==> config.mk <==
export PLATFORM = sky130hd
export DESIGN_NAME = sfs_unit
export DESIGN_NICKNAME = d
export VERILOG_FILES = /design/src/rtl/sfs_pkg.sv /design/src/rtl/sfs_level_ctr.sv /design/src/rtl/sfs_thr_reg.sv /design/src/rtl/sfs_sticky.sv /design/src/rtl/sfs_unit.sv
export SDC_FILE = /design/constraint.sdc
export NUM_CORES = 1
export LEC_CHECK = 0
export BUFFER_PORTS_ARGS = -buffer_cell sky130_fd_sc_hd__buf_2
export CAP_MARGIN = 20
export CORE_MARGIN = 4
export CORE_UTILIZATION = 48
export CTS_CLUSTER_DIAMETER = 100
export DETAILED_ROUTE_END_ITERATION = 10
export PLACE_DENSITY_LB_ADDON = 0.25
export SETUP_SLACK_MARGIN = 0.4
export SLEW_MARGIN = 40
export SYNTH_ARGS = -nofsm -noshare
export SYNTH_HDL_FRONTEND = slang
export SYNTH_SLANG_ARGS = --single-unit
==> constraint.sdc <==
create_clock -name clk -period 2.19 [get_ports clk]
set_input_delay 0.1095 -clock clk [delete_from_list [all_inputs] [get_ports clk]]
set_output_delay 0.1095 -clock clk [all_outputs]
set_load 0.005 [all_outputs]
==> src/rtl/sfs_pkg.sv <==
package sfs_pkg;

  localparam int REG_AW = 4;
  localparam int REG_DW = 32;
  localparam int EVT_W  = 5;
  localparam int STK_W  = 3;

  // register word indices
  typedef enum logic [REG_AW-1:0] {
    A_TXTHR = 4'd0,
    A_RXTHR = 4'd1,
    A_TXLVL = 4'd2,
    A_RXLVL = 4'd3,
    A_STAT  = 4'd4,
    A_MASK  = 4'd5,
    A_RAW   = 4'd6,
    A_MSTAT = 4'd7,
    A_CLR   = 4'd8
  } sfs_addr_e;

  // status bit positions
  localparam int ST_BUSY  = 0;
  localparam int ST_TXFUL = 1;
  localparam int ST_TXEMP = 2;
  localparam int ST_RXEMP = 3;
  localparam int ST_RXFUL = 4;

  // event bit positions (raw, mask, masked)
  localparam int EV_TXLOW = 0;
  localparam int EV_TXOVF = 1;
  localparam int EV_RXUDF = 2;
  localparam int EV_RXOVF = 3;
  localparam int EV_RXHI  = 4;

  // sticky vector order follows clear bits 1..3
  localparam int SK_RXUDF = 0;
  localparam int SK_RXOVF = 1;
  localparam int SK_TXOVF = 2;

  typedef struct packed {
    logic full;
    logic empty;
    logic ovf;   // push refused while full
    logic udf;   // pop refused while empty
  } lvl_flags_t;

endpackage

==> src/rtl/sfs_level_ctr.sv <==
module sfs_level_ctr
  import sfs_pkg::*;
#(
  parameter int DEPTH = 8,
  parameter int LVL_W = $clog2(DEPTH + 1)
) (
  input  logic             clk,
  input  logic             rst_n,
  input  logic             push,
  input  logic             pop,
  output logic [LVL_W-1:0] level,
  output lvl_flags_t       flags
);

  localparam logic [LVL_W-1:0] TOP = LVL_W'(DEPTH);

  logic [LVL_W-1:0] level_q;
  logic             is_full, is_empty, pop_ok, push_ok;

  assign is_full  = (level_q == TOP);
  assign is_empty = (level_q == '0);
  assign pop_ok   = pop & ~is_empty;
  // a pop in the same cycle frees the slot a push at full needs
  assign push_ok  = push & (~is_full | pop_ok);

  always_ff @(posedge clk) begin
    if (!rst_n) begin
      level_q <= '0;
    end else begin
      unique case ({push_ok, pop_ok})
        2'b10:   level_q <= level_q + LVL_W'(1);
        2'b01:   level_q <= level_q - LVL_W'(1);
        default: level_q <= level_q;
      endcase
    end
  end

  assign level       = level_q;
  assign flags.full  = is_full;
  assign flags.empty = is_empty;
  assign flags.ovf   = push & ~push_ok;
  assign flags.udf   = pop & is_empty;

endmodule

==> src/rtl/sfs_thr_reg.sv <==
module sfs_thr_reg #(
  parameter int DEPTH = 8,
  parameter int LVL_W = $clog2(DEPTH + 1),
  parameter int DW    = 32
) (
  input  logic             clk,
  input  logic             rst_n,
  input  logic             wr_en,
  input  logic [DW-1:0]    wdata,
  output logic [LVL_W-1:0] thr
);

  logic [LVL_W-1:0] thr_q;
  logic             fits;

  // the full write word is compared, so high garbage bits are refused too
  assign fits = (wdata < DW'(DEPTH));

  always_ff @(posedge clk) begin
    if (!rst_n)             thr_q <= '0;
    else if (wr_en && fits) thr_q <= wdata[LVL_W-1:0];
  end

  assign thr = thr_q;

endmodule

==> src/rtl/sfs_sticky.sv <==
module sfs_sticky #(
  parameter int N = 3
) (
  input  logic         clk,
  input  logic         rst_n,
  input  logic [N-1:0] set,
  input  logic [N-1:0] clr,
  output logic [N-1:0] q
);

  for (genvar i = 0; i < N; i++) begin : g_bit
    logic q_r;
    always_ff @(posedge clk) begin
      if (!rst_n)      q_r <= 1'b0;
      else if (set[i]) q_r <= 1'b1;  // a fresh event beats a clear
      else if (clr[i]) q_r <= 1'b0;
    end
    assign q[i] = q_r;
  end

endmodule

==> src/rtl/sfs_unit.sv <==
module sfs_unit
  import sfs_pkg::*;
#(
  parameter int DEPTH = 8,
  parameter int LVL_W = $clog2(DEPTH + 1)
) (
  input  logic              clk,
  input  logic              rst_n,
  input  logic              reg_wr,
  input  logic [REG_AW-1:0] reg_waddr,
  input  logic [REG_DW-1:0] reg_wdata,
  input  logic [REG_AW-1:0] reg_raddr,
  output logic [REG_DW-1:0] reg_rdata,
  input  logic              host_tx_push,
  input  logic              eng_tx_pop,
  input  logic              eng_rx_push,
  input  logic              host_rx_pop,
  input  logic              eng_active,
  output logic [EVT_W-1:0]  status,
  output logic              irq,
  output logic [LVL_W-1:0]  tx_level,
  output logic [LVL_W-1:0]  rx_level
);

  localparam int PAD_L = REG_DW - LVL_W;
  localparam int PAD_E = REG_DW - EVT_W;

  lvl_flags_t       tx_f, rx_f;
  logic [LVL_W-1:0] tx_thr, rx_thr;
  logic [EVT_W-1:0] mask_q, raw_ev, masked_ev;
  logic [STK_W-1:0] stk_set, stk_clr, stk_q;
  logic             wr_txthr, wr_rxthr, wr_mask, wr_clr;

  // write decode
  assign wr_txthr = reg_wr && (reg_waddr == A_TXTHR);
  assign wr_rxthr = reg_wr && (reg_waddr == A_RXTHR);
  assign wr_mask  = reg_wr && (reg_waddr == A_MASK);
  assign wr_clr   = reg_wr && (reg_waddr == A_CLR);

  sfs_level_ctr #(.DEPTH(DEPTH), .LVL_W(LVL_W)) u_tx_lvl (
    .clk(clk), .rst_n(rst_n), .push(host_tx_push), .pop(eng_tx_pop),
    .level(tx_level), .flags(tx_f)
  );

  sfs_level_ctr #(.DEPTH(DEPTH), .LVL_W(LVL_W)) u_rx_lvl (
    .clk(clk), .rst_n(rst_n), .push(eng_rx_push), .pop(host_rx_pop),
    .level(rx_level), .flags(rx_f)
  );

  sfs_thr_reg #(.DEPTH(DEPTH), .LVL_W(LVL_W), .DW(REG_DW)) u_tx_thr (
    .clk(clk), .rst_n(rst_n), .wr_en(wr_txthr), .wdata(reg_wdata), .thr(tx_thr)
  );

  sfs_thr_reg #(.DEPTH(DEPTH), .LVL_W(LVL_W), .DW(REG_DW)) u_rx_thr (
    .clk(clk), .rst_n(rst_n), .wr_en(wr_rxthr), .wdata(reg_wdata), .thr(rx_thr)
  );

  // sticky error flags
  always_comb begin
    stk_set           = '0;
    stk_set[SK_RXUDF] = rx_f.udf;
    stk_set[SK_RXOVF] = rx_f.ovf;
    stk_set[SK_TXOVF] = tx_f.ovf;
    stk_clr           = wr_clr ? (reg_wdata[STK_W:1] | {STK_W{reg_wdata[0]}}) : '0;
  end

  sfs_sticky #(.N(STK_W)) u_sticky (
    .clk(clk), .rst_n(rst_n), .set(stk_set), .clr(stk_clr), .q(stk_q)
  );

  always_ff @(posedge clk) begin
    if (!rst_n)       mask_q <= '0;
    else if (wr_mask) mask_q <= reg_wdata[EVT_W-1:0];
  end

  // raw events: two level conditions plus three sticky flags
  always_comb begin
    raw_ev           = '0;
    raw_ev[EV_TXLOW] = (tx_level <= tx_thr);
    raw_ev[EV_TXOVF] = stk_q[SK_TXOVF];
    raw_ev[EV_RXUDF] = stk_q[SK_RXUDF];
    raw_ev[EV_RXOVF] = stk_q[SK_RXOVF];
    raw_ev[EV_RXHI]  = (rx_level > rx_thr);
  end

  assign masked_ev = raw_ev & mask_q;
  assign irq       = |masked_ev;

  always_comb begin
    status           = '0;
    status[ST_BUSY]  = eng_active | ~tx_f.empty;
    status[ST_TXFUL] = tx_f.full;
    status[ST_TXEMP] = tx_f.empty;
    status[ST_RXEMP] = rx_f.empty;
    status[ST_RXFUL] = rx_f.full;
  end

  // read multiplexer
  always_comb begin
    reg_rdata = '0;
    unique case (reg_raddr)
      A_TXTHR: reg_rdata = {{PAD_L{1'b0}}, tx_thr};
      A_RXTHR: reg_rdata = {{PAD_L{1'b0}}, rx_thr};
      A_TXLVL: reg_rdata = {{PAD_L{1'b0}}, tx_level};
      A_RXLVL: reg_rdata = {{PAD_L{1'b0}}, rx_level};
      A_STAT:  reg_rdata = {{PAD_E{1'b0}}, status};
      A_MASK:  reg_rdata = {{PAD_E{1'b0}}, mask_q};
      A_RAW:   reg_rdata = {{PAD_E{1'b0}}, raw_ev};
      A_MSTAT: reg_rdata = {{PAD_E{1'b0}}, masked_ev};
      default: reg_rdata = '0;
    endcase
  end

endmodule

**Word level (Yosys, flattened, before mapping)**

Index checks and enable logic that the tools add are counted.
Widths: inputs -> output; s select.

- Output and inout port bits: 46
- Logic and storage cells: 75
- Bits of input ports: 48
- Register bits after elaboration: 24

- Order comparisons: 3
- Eq/ne operators: 16
- Muxes and demuxes: 10
- Bitwise logic cells: 18
- Reductions and logical operators: 16
- Add/sub/neg operators: 4

Operators by type and width:

| kind | number |
|---|---|
| $pmux 5 s8 | 1 |
| $lt 32x4->1 const B | 1 |
| $eq 4x3->1 const B | 5 |
| $logic_not 4->1 | 4 |
| $pmux 4 s2 | 2 |
| $eq 4x4->1 const B | 3 |
| $reduce_bool 2->1 | 5 |
| $add 4x1->4 const B | 2 |
| $eq 4x1->1 const B | 2 |
| $eq 4x2->1 const B | 2 |
| $sub 4x1->4 const B | 2 |
| $and 1x1->1 | 7 |
| $logic_and 1x1->1 | 6 |
| $mux 1 | 6 |
| $not 1->1 | 6 |
| $and 5x5->5 | 1 |
| $reduce_or 5->1 | 1 |
| $eq 2x1->1 const B | 2 |
| $eq 2x2->1 const B | 2 |
| $gt 4x4->1 | 1 |
| $le 4x4->1 | 1 |
| $mux 3 | 1 |
| $or 1x1->1 | 3 |
| $or 3x3->3 | 1 |

**Longest topological paths before layout**

Gate-level depths: netlist of run 1.

- Word-level depth: 8
- Mapped depth: 8
- Gate-level depth less buffers: 8

**Modules after synthesis**

A second synthesis of run 1 with hierarchy kept.

- Cells, all modules: 292
- Area total of the unflattened synthesis: 2,488.6 um^2

Modules (own cells, without submodules):

| module | area an instance (um^2) | seq. area each (um^2) | cells an instance | times used |
|---|---|---|---|---|
| sfs_unit | 1,093.5 | 100.1 | 136 | 1 |
| sfs_level_ctr | 390.4 | 80.1 | 46 | 2 |
| sfs_thr_reg | 234.0 | 80.1 | 26 | 2 |
| sfs_sticky | 146.4 | 60.1 | 12 | 1 |

**Worst setup path after synthesis of run 1**

Ideal clock, no wire load.

- Kind: reg2reg
- From: register u_tx_lvl.level_q[1] (netlist: u_tx_lvl.level[1])
- To: register u_tx_lvl.level_q[3] (netlist: u_tx_lvl.level[3])
- Path buffers: 0
- Clock period less this slack: 2.049 ns
- Data required time: 2.075 ns
- Library setup time: 0.115 ns
- Cell stages (with the launch flop): 8
- Arrival: 1.934 ns
- Path slack: 0.141 ns
- Cell sequence: dfxtp_1 > nor4_4 > nor2_1 > ha_1 > a21o_1 > a21o_1 > o221a_2 > o21a_1

RTL lines:

| element | RTL line | RTL |
|---|---|---|
| start: declaration | sfs_level_ctr.sv:17 | `logic [LVL_W-1:0] level_q;` |
| start signal: assignment | sfs_level_ctr.sv:31 | `2'b10: level_q <= level_q + LVL_W'(1);` |
| start signal: assignment | sfs_level_ctr.sv:32 | `2'b01: level_q <= level_q - LVL_W'(1);` |
| start signal: assignment | sfs_level_ctr.sv:33 | `default: level_q <= level_q;` |

**Worst setup path in the final report of run 1**

- From: register u_tx_lvl.level_q[3] (netlist: u_tx_lvl.level[3])
- To: output irq

- Cells in the longest elaborated chain, start to end: 3

RTL lines:

| element | RTL line | RTL |
|---|---|---|
| $le 4x4->1 | sfs_unit.sv:79 | `raw_ev[EV_TXLOW] = (tx_level <= tx_thr);` |
| $and 5x5->5 | sfs_unit.sv:86 | `assign masked_ev = raw_ev & mask_q;` |
| $reduce_or 5->1 | sfs_unit.sv:87 | `assign irq = \|masked_ev;` |
| end: declaration | sfs_unit.sv:20 | `output logic irq,` |

No other way between the ends.

==> results.cfg, run 1 <==
[yosys]
synth_area_um2 = 2170
synth_warnings = 0
synth_edf_count = 0
synthArstFlopShare_pct = 0
yosysUniqueCellTypes = 48
synthCells = 261
avgSynthCellArea_um2 = 8.31
yosysSeqAreaShare_pct = 22.2
synth_top_flop_cell = dfxtp_1
ys_ff_latch = 24

[floorplanning]
io-pin-count = 94
coreArea_um2 = 4350
rows = 24
chipHeight_um = 75.2
die-area_um2 = 5660
die_width_um = 75.2
initial_utilization_pct = 49.8

[finish]
stdcell_count = 390
final_layout_size_suffix_gt1_share_pct = 39.6
multi_input_area_um2 = 1580
nNetsFinal = 401
seq_area_um2 = 508
fill_cells = 377
most-common-layout-cells = buf_2 (66), conb_1 (27), nand2_1 (24)
area_delta_synth_final_pct = 26.9
final_common_cell = buf_2
n_antenna_cell = 0

[grt]
busiest_layer = met2
gr-usage-met3_pct = 4.01
grt_antenna_before_repair = 0
use_met2_pct = 34.0
met1_usage_pct = 25.5
grt-ovfl-total = 0
grt_max_degree = 35
grt_pass1_wl_um = 8650
grt_pass1_vias = 1837
grt_use_total_pct = 19.8

[timing]
tightest_slew_ps = 611
fin_crit_sh_pct = 89.6
finalMaxSlewViolations = 0
hold_viol = 0
fmax_mhz = 510
layout_min_cycle_time_ps = 1960
setup_viol = 0
skew_ps = 4.21
rsz0062_at_grt = true
fin_tns_setup_ps = 0
slew_headroom_pct = 59.2

[drt]
dr.pass1.iters = 4
ant_nets = 0
drt-wirelength-per-cell_um = 14.7
totalWireLength_um = 5750
drc = 0
initialDrtViolationCount = 77
via_count = 2046
viasPerCell = 5.25

[hold_path]
hold_path.class = input pin to register

[pwr]
power.density_nw_per_um2 = 933
leakagePower_uw = 0.00128
power_uw = 2570
vdd_drop_max_mv = 0.610

[clocking]
insertion_delay_ps = 260
cts_tree = yes
cts_buffers = 3
clock_sinks = 24
htree_levels = 1
clk_pin_slew_ps = 80
clockRootBuffer = clkbuf_8
ctsHoldBuffers = 0
clockBufferDepth = 2

[setup_path]
path_cells = buf_4 > ha_4 > nand3_2 > nor2_1 > o32a_1 > o211ai_1 > buf_2
start_kind = register
arrival_ps = 1850
slowest_stage = o32a_1
cp.required_ps = 2080
cp_max_fo = 7
critPathKind = register to output pin
critPathMaxStageDelay_ps = 350
end_kind = output pin

[job]
cap_viol_max_count = 0

[run_status]
outcome = finished clean

[placed_design]
hpwl_um = 4260
port_buffers = 66
placed_cells = 370
gp_congestion = 0.808
==> metal layers <==
metal	share of wire (%)	wire length (µm)
met1	40	2310
met3	8.3	476
met4	1.7	95
met2	50	2860
met5	0	0
==> worst max-delay path: cells and delay by family (launching register included) <==
| family | cells | cell delay (ps) |
|---|---|---|
| buf+inv | 2 | 320 |
| flops | 1 | 330 |
| compound gates | 2 | 570 |
| simple gates | 2 | 120 |
| fa+ha+maj | 1 | 240 |
==> where the power goes <==
part | switching, µW | total (µW) | internal (µW) | leakage, µW
clock network | 139 | 269 | 130 | 0.0000228
logic | 771 | 1640 | 867 | 0.00106
registers | 127 | 662 | 535 | 0.000201
total | 1040 | 2570 | 1530 | 0.00128
==> stage by stage <==
step / hold slack, ps / util [%] / worst slack [ps] / area (µm²)
6_report: 131 / 63.2 / 227 / 2750
3_5_place_dp: 411 / 55.9 / 149 / 2430
5_1_grt: 131 / 63.2 / 154 / 2750
4_1_cts: 134 / 61.0 / 242 / 2660
2_1_floorplan: 247 / - / 241 / 2280
3_3_place_gp: 391 / 55.9 / 207 / 2430
==> layout make-up <==
cell class	count	share of cell area [%]
Sequential cell	24	18.5
Timing Repair Buffer	85	17.5
Tap cell	52	2.36
Inverter	19	2.68
Multi-Input combinational cell	206	57.4
Clock buffer	4	1.64
==> logic make-up (layout without fill, tap and decap cells) <==
logic type,after synthesis,after routing,synth area share [%]
xor gates and xnor gates,4,4,1.62
and+or+nand+nor,91,91,26.8
DFF,24,24,22.2
AOI/OAI and AO/OA,53,53,16.6
muxes,17,17,8.54
adders and majority gates,14,14,8.77
buffers and inverters,57,108,15.3
other,1,27,0.173
==> repair_timing <==
item	4_1_cts	5_1_grt
resized for setup	21	17
pin swaps	21	15
setup buffers	11	5
setup endpoints to repair	5	12
==> path summary, 6_finish.rpt <==
| check | end | slack (ps) | cells past startpoint | startpoint |
|---|---|---|---|---|
| worst max-delay path | irq | 230 | 7 | u_tx_lvl.level[3]$_SDFFE_PN0P_ |
| worst min-delay path | u_tx_thr.thr[2]$_SDFFE_PN0P_ | 130 | 3 | reg_wdata[2] |
| worst max register to register | u_rx_lvl.level[3]$_SDFFE_PN0P_ | 230 | 8 | u_rx_lvl.level[0]$_SDFFE_PN0P_ |
| worst min register to register | u_tx_thr.thr[3]$_SDFFE_PN0P_ | 440 | 2 | u_tx_thr.thr[3]$_SDFFE_PN0P_ |
==> synthesized netlist by cell type, types with 4 or more instances <==
| cell type | instances | share of area (%) |
|---|---|---|
| nand3_1 | 13 | 3.0 |
| a21o_1 | 4 | 1.4 |
| buf_4 | 31 | 11 |
| nor4_4 | 7 | 6.9 |
| nor2b_1 | 10 | 2.9 |
| nor2_1 | 15 | 2.6 |
| clkbuf_1 | 5 | 0.87 |
| ha_1 | 12 | 6.9 |
| a21oi_1 | 7 | 1.6 |
| mux2i_1 | 14 | 6.5 |
| nand2_1 | 24 | 4.2 |
| o22ai_1 | 4 | 1.2 |
| nand2b_1 | 4 | 1.2 |
| inv_1 | 19 | 3.3 |
| xnor2_1 | 4 | 1.6 |
| nor3_1 | 4 | 0.92 |
| o21ai_0 | 13 | 3.0 |
| dfxtp_1 | 24 | 22 |
==> registers in the layout (all words and copies together) (netlist names) <==
signal / flops
u_rx_lvl.level: 4
u_rx_thr.thr: 4
u_tx_lvl.level: 4
u_sticky.g_bit.q_r: 3
u_tx_thr.thr: 4
mask_q: 5
(Power assumes the default switching activity.)
==> run 2: changes to the inputs <==
CORE_ASPECT_RATIO = 1.5   (was unset)
SLEW_MARGIN = 30   (was 40)
==> results.cfg, run 2 (synthesized netlist as in run 1, its figures left out) <==
[floorplanning]
chipHeight_um = 90.3
die_width_um = 62.9
coreArea_um2 = 4280
rows = 29
die-area_um2 = 5680
initial_utilization_pct = 50.6
io-pin-count = 94

[drt]
ant_nets = 0
drt-wirelength-per-cell_um = 14.7
totalWireLength_um = 5600
drc = 0
initialDrtViolationCount = 110
via_count = 2048
viasPerCell = 5.36
dr.pass1.iters = 4

[finish]
final_util_pct = 64.3
seq_area_um2 = 508
final_layout_size_suffix_gt1_share_pct = 38.7
fill_cells = 386
multi_input_area_um2 = 1570
stdcell_count = 382
nNetsFinal = 399
n_antenna_cell = 0
final_common_cell = buf_2
most-common-layout-cells = buf_2 (66), conb_1 (27), nand2_1 (24)
area_delta_synth_final_pct = 27.0
largest_reg_flops = 5
stdcell_area_um2 = 2750
max_flop_register = mask_q

[placed_design]
dpl-instance-area_um2 = 2430
placed_cells = 365
hpwl_um = 4310
gp_congestion = 0.867
port_buffers = 66

[pwr]
vdd_drop_max_mv = 0.637
power.density_nw_per_um2 = 940
leakagePower_uw = 0.00128
power_uw = 2590

[setup_path]
arrival_ps = 1870
slowest_stage = or3_4
path_common_cell = or3_4
critPathMaxStageDelay_ps = 370
start_kind = register
cp.required_ps = 2080
path_cells = buf_6 > or3_4 > or3_4 > a31oi_4 > o32ai_2 > buf_2
end_kind = output pin
cp_max_fo = 6
critPathKind = register to output pin

[hold_path]
hold_path.class = input pin to register

[grt]
grt_antenna_before_repair = 0
grt_max_degree = 35
grt-ovfl-total = 0
grt_pass1_vias = 1983
grt_pass1_wl_um = 9070
grt_use_total_pct = 19.3

[clocking]
clk_pin_slew_ps = 90
cts_tree = yes
htree_levels = 1
clockBufferDepth = 2
clockRootBuffer = clkbuf_8
insertion_delay_ps = 270
clock_sinks = 24
cts_buffers = 3

[timing]
tightest_slew_ps = 517
slew_headroom_pct = 65.5
fin_crit_sh_pct = 90.5
setup_viol = 0
layout_min_cycle_time_ps = 1980
rsz0062_at_grt = true
finalMaxSlewViolations = 0
fin_tns_setup_ps = 0
hold_viol = 0
skew_ps = 4.90
fmax_mhz = 504

[run_status]
outcome = finished clean

[job]
cap_viol_max_count = 0
==> run 2: power by group <==
group	internal, µW	total [µW]	switching, µW
logic	818	1590	769
clock network	199	355	156
registers	535	648	113
total	1550	2590	1040
==> run 2: per-layer routing <==
metal  up-vias  global-route usage, %  wire (µm)
met5         -                      0          0
met4         0                   7.00        115
met3         9                   2.74        422
met2        97                   33.7       2880
met1       933                   23.8       2180
li1       1009                      -          -
==> run 2: layout make-up <==
| class | count | area share [%] |
|---|---|---|
| multi-input cells | 206 | 57.1 |
| flip-flops and latches | 24 | 18.4 |
| repair buffers | 83 | 17.4 |
| well taps | 46 | 2.09 |
| inverters | 19 | 2.59 |
| clock buffers | 4 | 2.41 |
==> run 2: repair_timing <==
| action | CTS | global route |
|---|---|---|
| setup endpoints to repair | 6 | 11 |
| hold endpoints to repair | 0 | 0 |
| pin swaps | 9 | 4 |
| hold buffers | 0 | 0 |
| buffers inserted | 11 | 2 |
| resized for setup | 26 | 9 |
==> run 2: path summary, 6_finish.rpt <==
| check | from | to | slack, ps | cells after the start |
|---|---|---|---|---|
| worst max-delay path | u_tx_lvl.level[2]$_SDFFE_PN0P_ | reg_rdata[0] | 210 | 6 |
| worst min-delay path | reg_wdata[2] | u_rx_thr.thr[2]$_SDFFE_PN0P_ | 110 | 3 |
| worst max register to register | u_tx_lvl.level[1]$_SDFFE_PN0P_ | u_tx_lvl.level[3]$_SDFFE_PN0P_ | 230 | 7 |
| worst min register to register | u_tx_thr.thr[3]$_SDFFE_PN0P_ | u_tx_thr.thr[3]$_SDFFE_PN0P_ | 440 | 2 |
==> run 2: through the flow <==
stage	setup WS (ps)	hold WS, ps
floorplan	241	247
global placement	256	392
detailed placement	223	405
CTS	208	115
global route	103	128
finish	207	115
==> run 2: worst max-delay path, delay by kind of cell, from the launching register on <==
family	cells	cell delay, ps
AO/OA/AOI/OAI	2	240
flip-flops	1	350
buffers and inverters	2	270
AND/OR/NAND/NOR	2	730
